<file path="config.mk">
export PLATFORM = sky130hd
export DESIGN_NAME = qam64_tcm_encoder
export DESIGN_NICKNAME = d
export VERILOG_FILES = /design/src/rtl/tcm_pkg.sv /design/src/rtl/tcm_parser.sv /design/src/rtl/tcm_precoder.sv /design/src/rtl/tcm_punct_coder.sv /design/src/rtl/qam64_tcm_encoder.sv
export SDC_FILE = /design/constraint.sdc
export NUM_CORES = 1
export LEC_CHECK = 0
export ABC_AREA = 0
export CORE_ASPECT_RATIO = 2
export CORE_UTILIZATION = 45
export DETAILED_ROUTE_END_ITERATION = 12
export GPL_TIMING_DRIVEN = 0
export PLACE_DENSITY_LB_ADDON = 0.05
export SLEW_MARGIN = 20
export SYNTH_ARGS = -nofsm -noshare
export SYNTH_HDL_FRONTEND = slang
export SYNTH_HIERARCHICAL = 1
export SYNTH_SLANG_ARGS = --single-unit
</file>
<file path="constraint.sdc">
create_clock -name clk -period 5.4 [get_ports clk]
set_input_delay 0.54 -clock clk [delete_from_list [all_inputs] [get_ports clk]]
set_output_delay 0.54 -clock clk [all_outputs]
set_load 0.005 [all_outputs]
</file>
<file path="src/rtl/tcm_pkg.sv">
package tcm_pkg;

    localparam int SYM_W   = 7;
    localparam int GRP_W   = 4 * SYM_W;
    localparam int PAIR_W  = 2 * SYM_W;
    localparam int BEATS   = 5;
    localparam int CODED_N = 4;
    localparam int MEM     = 4;
    localparam int LBL_W   = 6;
    localparam int CNT_W   = $clog2(BEATS);

    // generator taps, bit i multiplies D^i
    localparam logic [MEM:0] G1_POLY = 5'o25;
    localparam logic [MEM:0] G2_POLY = 5'o37;
    // keep masks, bit j = j-th coded input in time
    localparam logic [CODED_N-1:0] G1_KEEP = 4'b1000;
    localparam logic [CODED_N-1:0] G2_KEEP = 4'b1111;

    typedef logic [LBL_W-1:0] label_t;

    typedef struct packed {
        logic [BEATS-1:0]   hi;
        logic [BEATS-1:0]   lo;
        logic [CODED_N-1:0] cod;
    } half_t;

    // position inside a 14-bit pair {s1, s2} of the uncoded bit of beat k
    function automatic int unc_pos(input int k, input bit hi);
        int p;
        case (k)
            0: p = hi ? 8  : 7;
            1: p = hi ? 10 : 9;
            2: p = hi ? 12 : 11;
            3: p = hi ? 0  : 13;
            default: p = hi ? 2 : 1;
        endcase
        return p;
    endfunction

    // position inside a pair of the coded bit taken at time j
    function automatic int cod_pos(input int j);
        return 3 + j;
    endfunction

    // one coder output: st[0] is the most recent past input
    function automatic logic conv_bit(input logic [MEM:0] poly,
                                      input logic [MEM-1:0] st,
                                      input logic x);
        return ^(poly & {st, x});
    endfunction

    // one precoder step, returns {x', y'}
    function automatic logic [1:0] precode_step(input logic w, input logic z,
                                                input logic xp, input logic yp);
        logic t;
        t = z & (xp ^ yp);
        return {w ^ xp ^ t, z ^ w ^ yp ^ t};
    endfunction

endpackage

</file>
<file path="src/rtl/tcm_parser.sv">
module tcm_parser
    import tcm_pkg::*;
(
    input  logic [GRP_W-1:0] grp,
    output half_t [1:0]      hv
);
    // hv[0] is stream A (upper pair), hv[1] is stream B (lower pair)
    for (genvar h = 0; h < 2; h++) begin : g_half
        logic [PAIR_W-1:0] pair;
        assign pair = grp[GRP_W-1-h*PAIR_W -: PAIR_W];
        for (genvar k = 0; k < BEATS; k++) begin : g_unc
            assign hv[h].lo[k] = pair[unc_pos(k, 1'b0)];
            assign hv[h].hi[k] = pair[unc_pos(k, 1'b1)];
        end
        for (genvar j = 0; j < CODED_N; j++) begin : g_cod
            assign hv[h].cod[j] = pair[cod_pos(j)];
        end
    end
endmodule

</file>
<file path="src/rtl/tcm_precoder.sv">
module tcm_precoder
    import tcm_pkg::*;
(
    input  logic               clk,
    input  logic               rst,
    input  logic               adv,
    input  logic [CODED_N-1:0] w,
    input  logic [CODED_N-1:0] z,
    output logic [CODED_N-1:0] x,
    output logic [CODED_N-1:0] y
);
    logic x_q, y_q;

    always_comb begin
        logic xp, yp;
        logic [1:0] r;
        xp = x_q;
        yp = y_q;
        x  = '0;
        y  = '0;
        for (int j = 0; j < CODED_N; j++) begin
            r    = precode_step(w[j], z[j], xp, yp);
            x[j] = r[1];
            y[j] = r[0];
            xp   = r[1];
            yp   = r[0];
        end
    end

    always_ff @(posedge clk) begin
        if (rst) begin
            x_q <= 1'b0;
            y_q <= 1'b0;
        end else if (adv) begin
            x_q <= x[CODED_N-1];
            y_q <= y[CODED_N-1];
        end
    end
endmodule

</file>
<file path="src/rtl/tcm_punct_coder.sv">
module tcm_punct_coder
    import tcm_pkg::*;
(
    input  logic               clk,
    input  logic               rst,
    input  logic               adv,
    input  logic [CODED_N-1:0] d,
    output logic [BEATS-1:0]   ser
);
    logic [MEM-1:0] st_q, st_n;

    always_comb begin
        logic [MEM-1:0] st;
        logic [CNT_W-1:0] idx;
        st  = st_q;
        idx = '0;
        ser = '0;
        for (int j = 0; j < CODED_N; j++) begin
            if (G1_KEEP[j]) begin
                ser[idx] = conv_bit(G1_POLY, st, d[j]);
                idx      = idx + 1'b1;
            end
            if (G2_KEEP[j]) begin
                ser[idx] = conv_bit(G2_POLY, st, d[j]);
                idx      = idx + 1'b1;
            end
            st = {st[MEM-2:0], d[j]};
        end
        st_n = st;
    end

    always_ff @(posedge clk) begin
        if (rst)
            st_q <= '0;
        else if (adv)
            st_q <= st_n;
    end
endmodule

</file>
<file path="src/rtl/qam64_tcm_encoder.sv">
module qam64_tcm_encoder
    import tcm_pkg::*;
(
    input  logic             clk,
    input  logic             rst,
    input  logic             in_valid,
    output logic             in_ready,
    input  logic [GRP_W-1:0] in_group,
    output logic             out_valid,
    output logic [LBL_W-1:0] out_label
);
    localparam logic [CNT_W-1:0] LAST = CNT_W'(BEATS - 1);

    half_t [1:0]        hv;
    logic [CODED_N-1:0] px, py;
    logic [BEATS-1:0]   ser [2];
    label_t             lbl [BEATS];
    label_t             lbl_q [BEATS];
    logic [CNT_W-1:0]   beat_q;
    logic               busy_q;
    logic               accept;

    assign in_ready = !busy_q || (beat_q == LAST);
    assign accept   = in_valid && in_ready;

    tcm_parser u_parse (
        .grp (in_group),
        .hv  (hv)
    );

    tcm_precoder u_prec (
        .clk (clk),
        .rst (rst),
        .adv (accept),
        .w   (hv[0].cod),
        .z   (hv[1].cod),
        .x   (px),
        .y   (py)
    );

    for (genvar h = 0; h < 2; h++) begin : g_coder
        tcm_punct_coder u_cc (
            .clk (clk),
            .rst (rst),
            .adv (accept),
            .d   (h == 0 ? px : py),
            .ser (ser[h])
        );
    end

    for (genvar k = 0; k < BEATS; k++) begin : g_lbl
        assign lbl[k] = {hv[0].hi[k], hv[0].lo[k], ser[0][k],
                         hv[1].hi[k], hv[1].lo[k], ser[1][k]};
    end

    always_ff @(posedge clk) begin
        if (rst) begin
            busy_q <= 1'b0;
            beat_q <= '0;
            for (int k = 0; k < BEATS; k++) lbl_q[k] <= '0;
        end else if (accept) begin
            busy_q <= 1'b1;
            beat_q <= '0;
            for (int k = 0; k < BEATS; k++) lbl_q[k] <= lbl[k];
        end else if (busy_q) begin
            if (beat_q == LAST) begin
                busy_q <= 1'b0;
                beat_q <= '0;
            end else begin
                beat_q <= beat_q + 1'b1;
            end
        end
    end

    assign out_valid = busy_q;
    assign out_label = busy_q ? lbl_q[beat_q] : '0;
endmodule

</file>
==> impl_metrics.csv <==
group,metric,value,unit
clock_network,cts_hold_buf,0,
clock_network,cts_buffer_depth,2,
logic_synthesis,synthDistinctLibCells,53,
layout,syn2layout_area_growth,11.7,%
detailed_routing,via_per_inst,5.04,
timing,final.setup.worst_slack,2350,ps
min_path,holdPathStages,2,
clock_network,clock_latency,280,ps
floorplanning,io_pins,39,
logic_synthesis,synth-xor-area-share,0.122,
clock_network,h-tree-depth,2,
detailed_routing,drt-wirelength-per-cell,14.2,µm
critical_path,path_class,"flip-flop to flip-flop",
layout,final_cell_mix,"32 x and2_1, 30 x edfxtp_1, 29 x buf_4, 22 x mux2i_1, 18 x nor2_1",
clock_network,cts_tree,"built",
detailed_routing,vias,1915,
detailed_routing,drt-total-wl,5.39,mm
timing,rsz0062_at_grt,"no",
clock_network,cts.sinks,47,
timing,drv_slew,0,
timing,hold_viol,0,
timing,setup_tns,0,ps
placed_design,globalplace.congestion,0.704,
logic_synthesis,synth_top_family_by_area,"simple AND/OR/NAND/NOR gates",
critical_path,rr_worst_depth,7,
logic_synthesis,synthesis.nets,309,
clock_network,cts_root_buffer,"clkbuf_16",
critical_path,end_kind,"flip-flop",
detailed_routing,ant_nets,0,
floorplanning,initial_core_util,0.468,
grt,antenna_found_initial,0,
placed_design,pre_cts_ws,1910,ps
critical_path,cp.arrival,3090,ps
grt,gr-usage-all-layers,0.168,
power_and_ir_drop,power,0.00102,W
timing,max-slew-margin-rel,0.434,
grt,grt_max_degree,34,
detailed_routing,route.detailed.drc,0,
power_and_ir_drop,peakVddDrop,0.000135,V
clock_network,ctsResizeCount,0,
min_path,hp-class,"flip-flop to flip-flop",
run_status,status,"completed",
timing,worst_hold_slack,495,ps
logic_synthesis,synth-simple-area-share,0.171,
placed_design,hpwl,4.22,mm
logic_synthesis,yosys.area_share.adder,0.0122,
logic_synthesis,synth-edff-count,30,
grt,grt_pass1_wl,8.48,mm
critical_path,worstPathMaxFanout,10,
placed_design,port_buffers,10,
floorplanning,die_h,117,µm
timing,fmax,0.327,GHz
critical_path,critPathLaunchType,"flip-flop",
timing,clock-skew-final,6.03,ps
job,drv_cap,0,
logic_synthesis,synth_compound_area_frac,0.0987,
logic_synthesis,synth-main-ff-cell,"edfxtp_1",
logic_synthesis,synthMuxAreaShare,0.0777,
timing,setup_viol,0,
logic_synthesis,ys_ff_latch,47,
detailed_routing,drt-pass1-iter-count,4,
layout,nets,326,
clock_network,clk_pin_slew,60,ps
logic_synthesis,synthArstFlopShare,0,
layout,antennaDiodeCount,0,
timing,post-route-period-util,0.565,
critical_path,cp.required,5440,ps
grt,grt_pass1_vias,1875,
logic_synthesis,syn_area,0.00298,mm²
layout,layout_commonest_cell,"and2_1",
floorplanning,core_area,0.00636,mm²
timing,worst_pin_slew,846,ps
grt,grt.overflow.total,0,
logic_synthesis,synth_cells,276,
detailed_routing,drt_iter0_drc,56,
power_and_ir_drop,p_leak,1.33,nW
logic_synthesis,ys_seq_area_frac,0.417,
floorplanning,die-area,0.00697,mm²
clock_network,cts_buffers,5,
logic_synthesis,yosysWarnings,6,
timing,period_needed,3050,ps
power_and_ir_drop,powerDensity,308,mW/mm²
floorplanning,rows,41,
floorplanning,die_w,59.5,µm
logic_synthesis,avgSynthCellArea,10.8,µm²
layout,drive_gt1_frac,0.197,
clock_network,cts_setup_buffers,0,
stage by stage:
step,area [µm²],utilization,instances
after global placement,3190,0.501,372
after global routing,3330,0.523,380
final,3330,0.523,380
after detailed placement,3190,0.501,372
after CTS,3330,0.523,380
after floorplan,2980,-,276
metal layers:
layer  part of all wire  track usage  vias to the layer above
met1               0.35        0.139                      906
li1                   -            -                      976
met3              0.031       0.0330                        5
met4              0.016       0.0636                        0
met5                  0            0                        -
met2               0.60        0.357                       28
layout make-up:
| class | count | area [µm²] |
|---|---|---|
| Sequential cell | 47 | 1240 |
| Inverter | 4 | 15.0 |
| Multi-Input combinational cell | 183 | 1440 |
| Buffer | 42 | 290 |
| Clock inverter | 2 | 8.76 |
| Fill cell | 620 | 3030 |
| Timing Repair Buffer | 10 | 100 |
| Tap cell | 86 | 108 |
| Clock buffer | 6 | 129 |
kinds of logic (layout without fill, tap and decap cells):
logic type | after synthesis | in the layout
buffers and inverters | 46 | 64
AND/OR/NAND/NOR | 91 | 91
XOR/XNOR | 30 | 30
AO/OA/AOI/OAI | 36 | 36
flip-flops | 47 | 47
multiplexers | 23 | 23
adder cells (fa/ha/maj) | 3 | 3
worst max-delay path, stage by stage, from the launching register on:
cell	delay, ps
dfxtp_1	450
clkbuf_1	360
o211ai_1	190
nand3_1	190
nand2_1	170
a2111oi_1	780
xnor3_1	530
and2_1	140
report_power, final:
group / switching (W) / internal [W] / total, W
registers: 0.0000173 / 0.000422 / 0.000439
clock network: 0.000121 / 0.000169 / 0.000290
logic: 0.000130 / 0.000165 / 0.000295
total: 0.000267 / 0.000756 / 0.00102
final timing paths:
check                      to  startpoint  slack (ps)
hold reg to reg     beat_q[2]   beat_q[2]         500
setup reg to reg  lbl_q[2][0]  u_prec/x_q        2350
hold / removal      beat_q[2]   beat_q[2]         500
setup / recovery  lbl_q[2][0]  u_prec/x_q        2350
synth_stat cells (all sizes together) (5+ instances only):
library cell | number | share of area
a21oi | 7 | 0.012
and2 | 32 | 0.067
and3 | 5 | 0.010
buf | 38 | 0.092
dfxtp | 17 | 0.11
edfxtp | 30 | 0.30
mux2i | 22 | 0.074
nand2 | 8 | 0.010
nand3 | 9 | 0.015
nor2 | 18 | 0.023
o21ai | 5 | 0.0084
o221ai | 6 | 0.020
or3 | 5 | 0.010
xnor2 | 13 | 0.043
xnor3 | 6 | 0.046
xor2 | 11 | 0.032
state kept, by name, summed over array words and instances (netlist names), named ones only:
name	count
out_valid	1
beat_q	3
g_coder.u_cc/st_q	8
u_prec/x_q	1
lbl_q	30
u_prec/y_q	1
(Power assumes the default switching activity.)
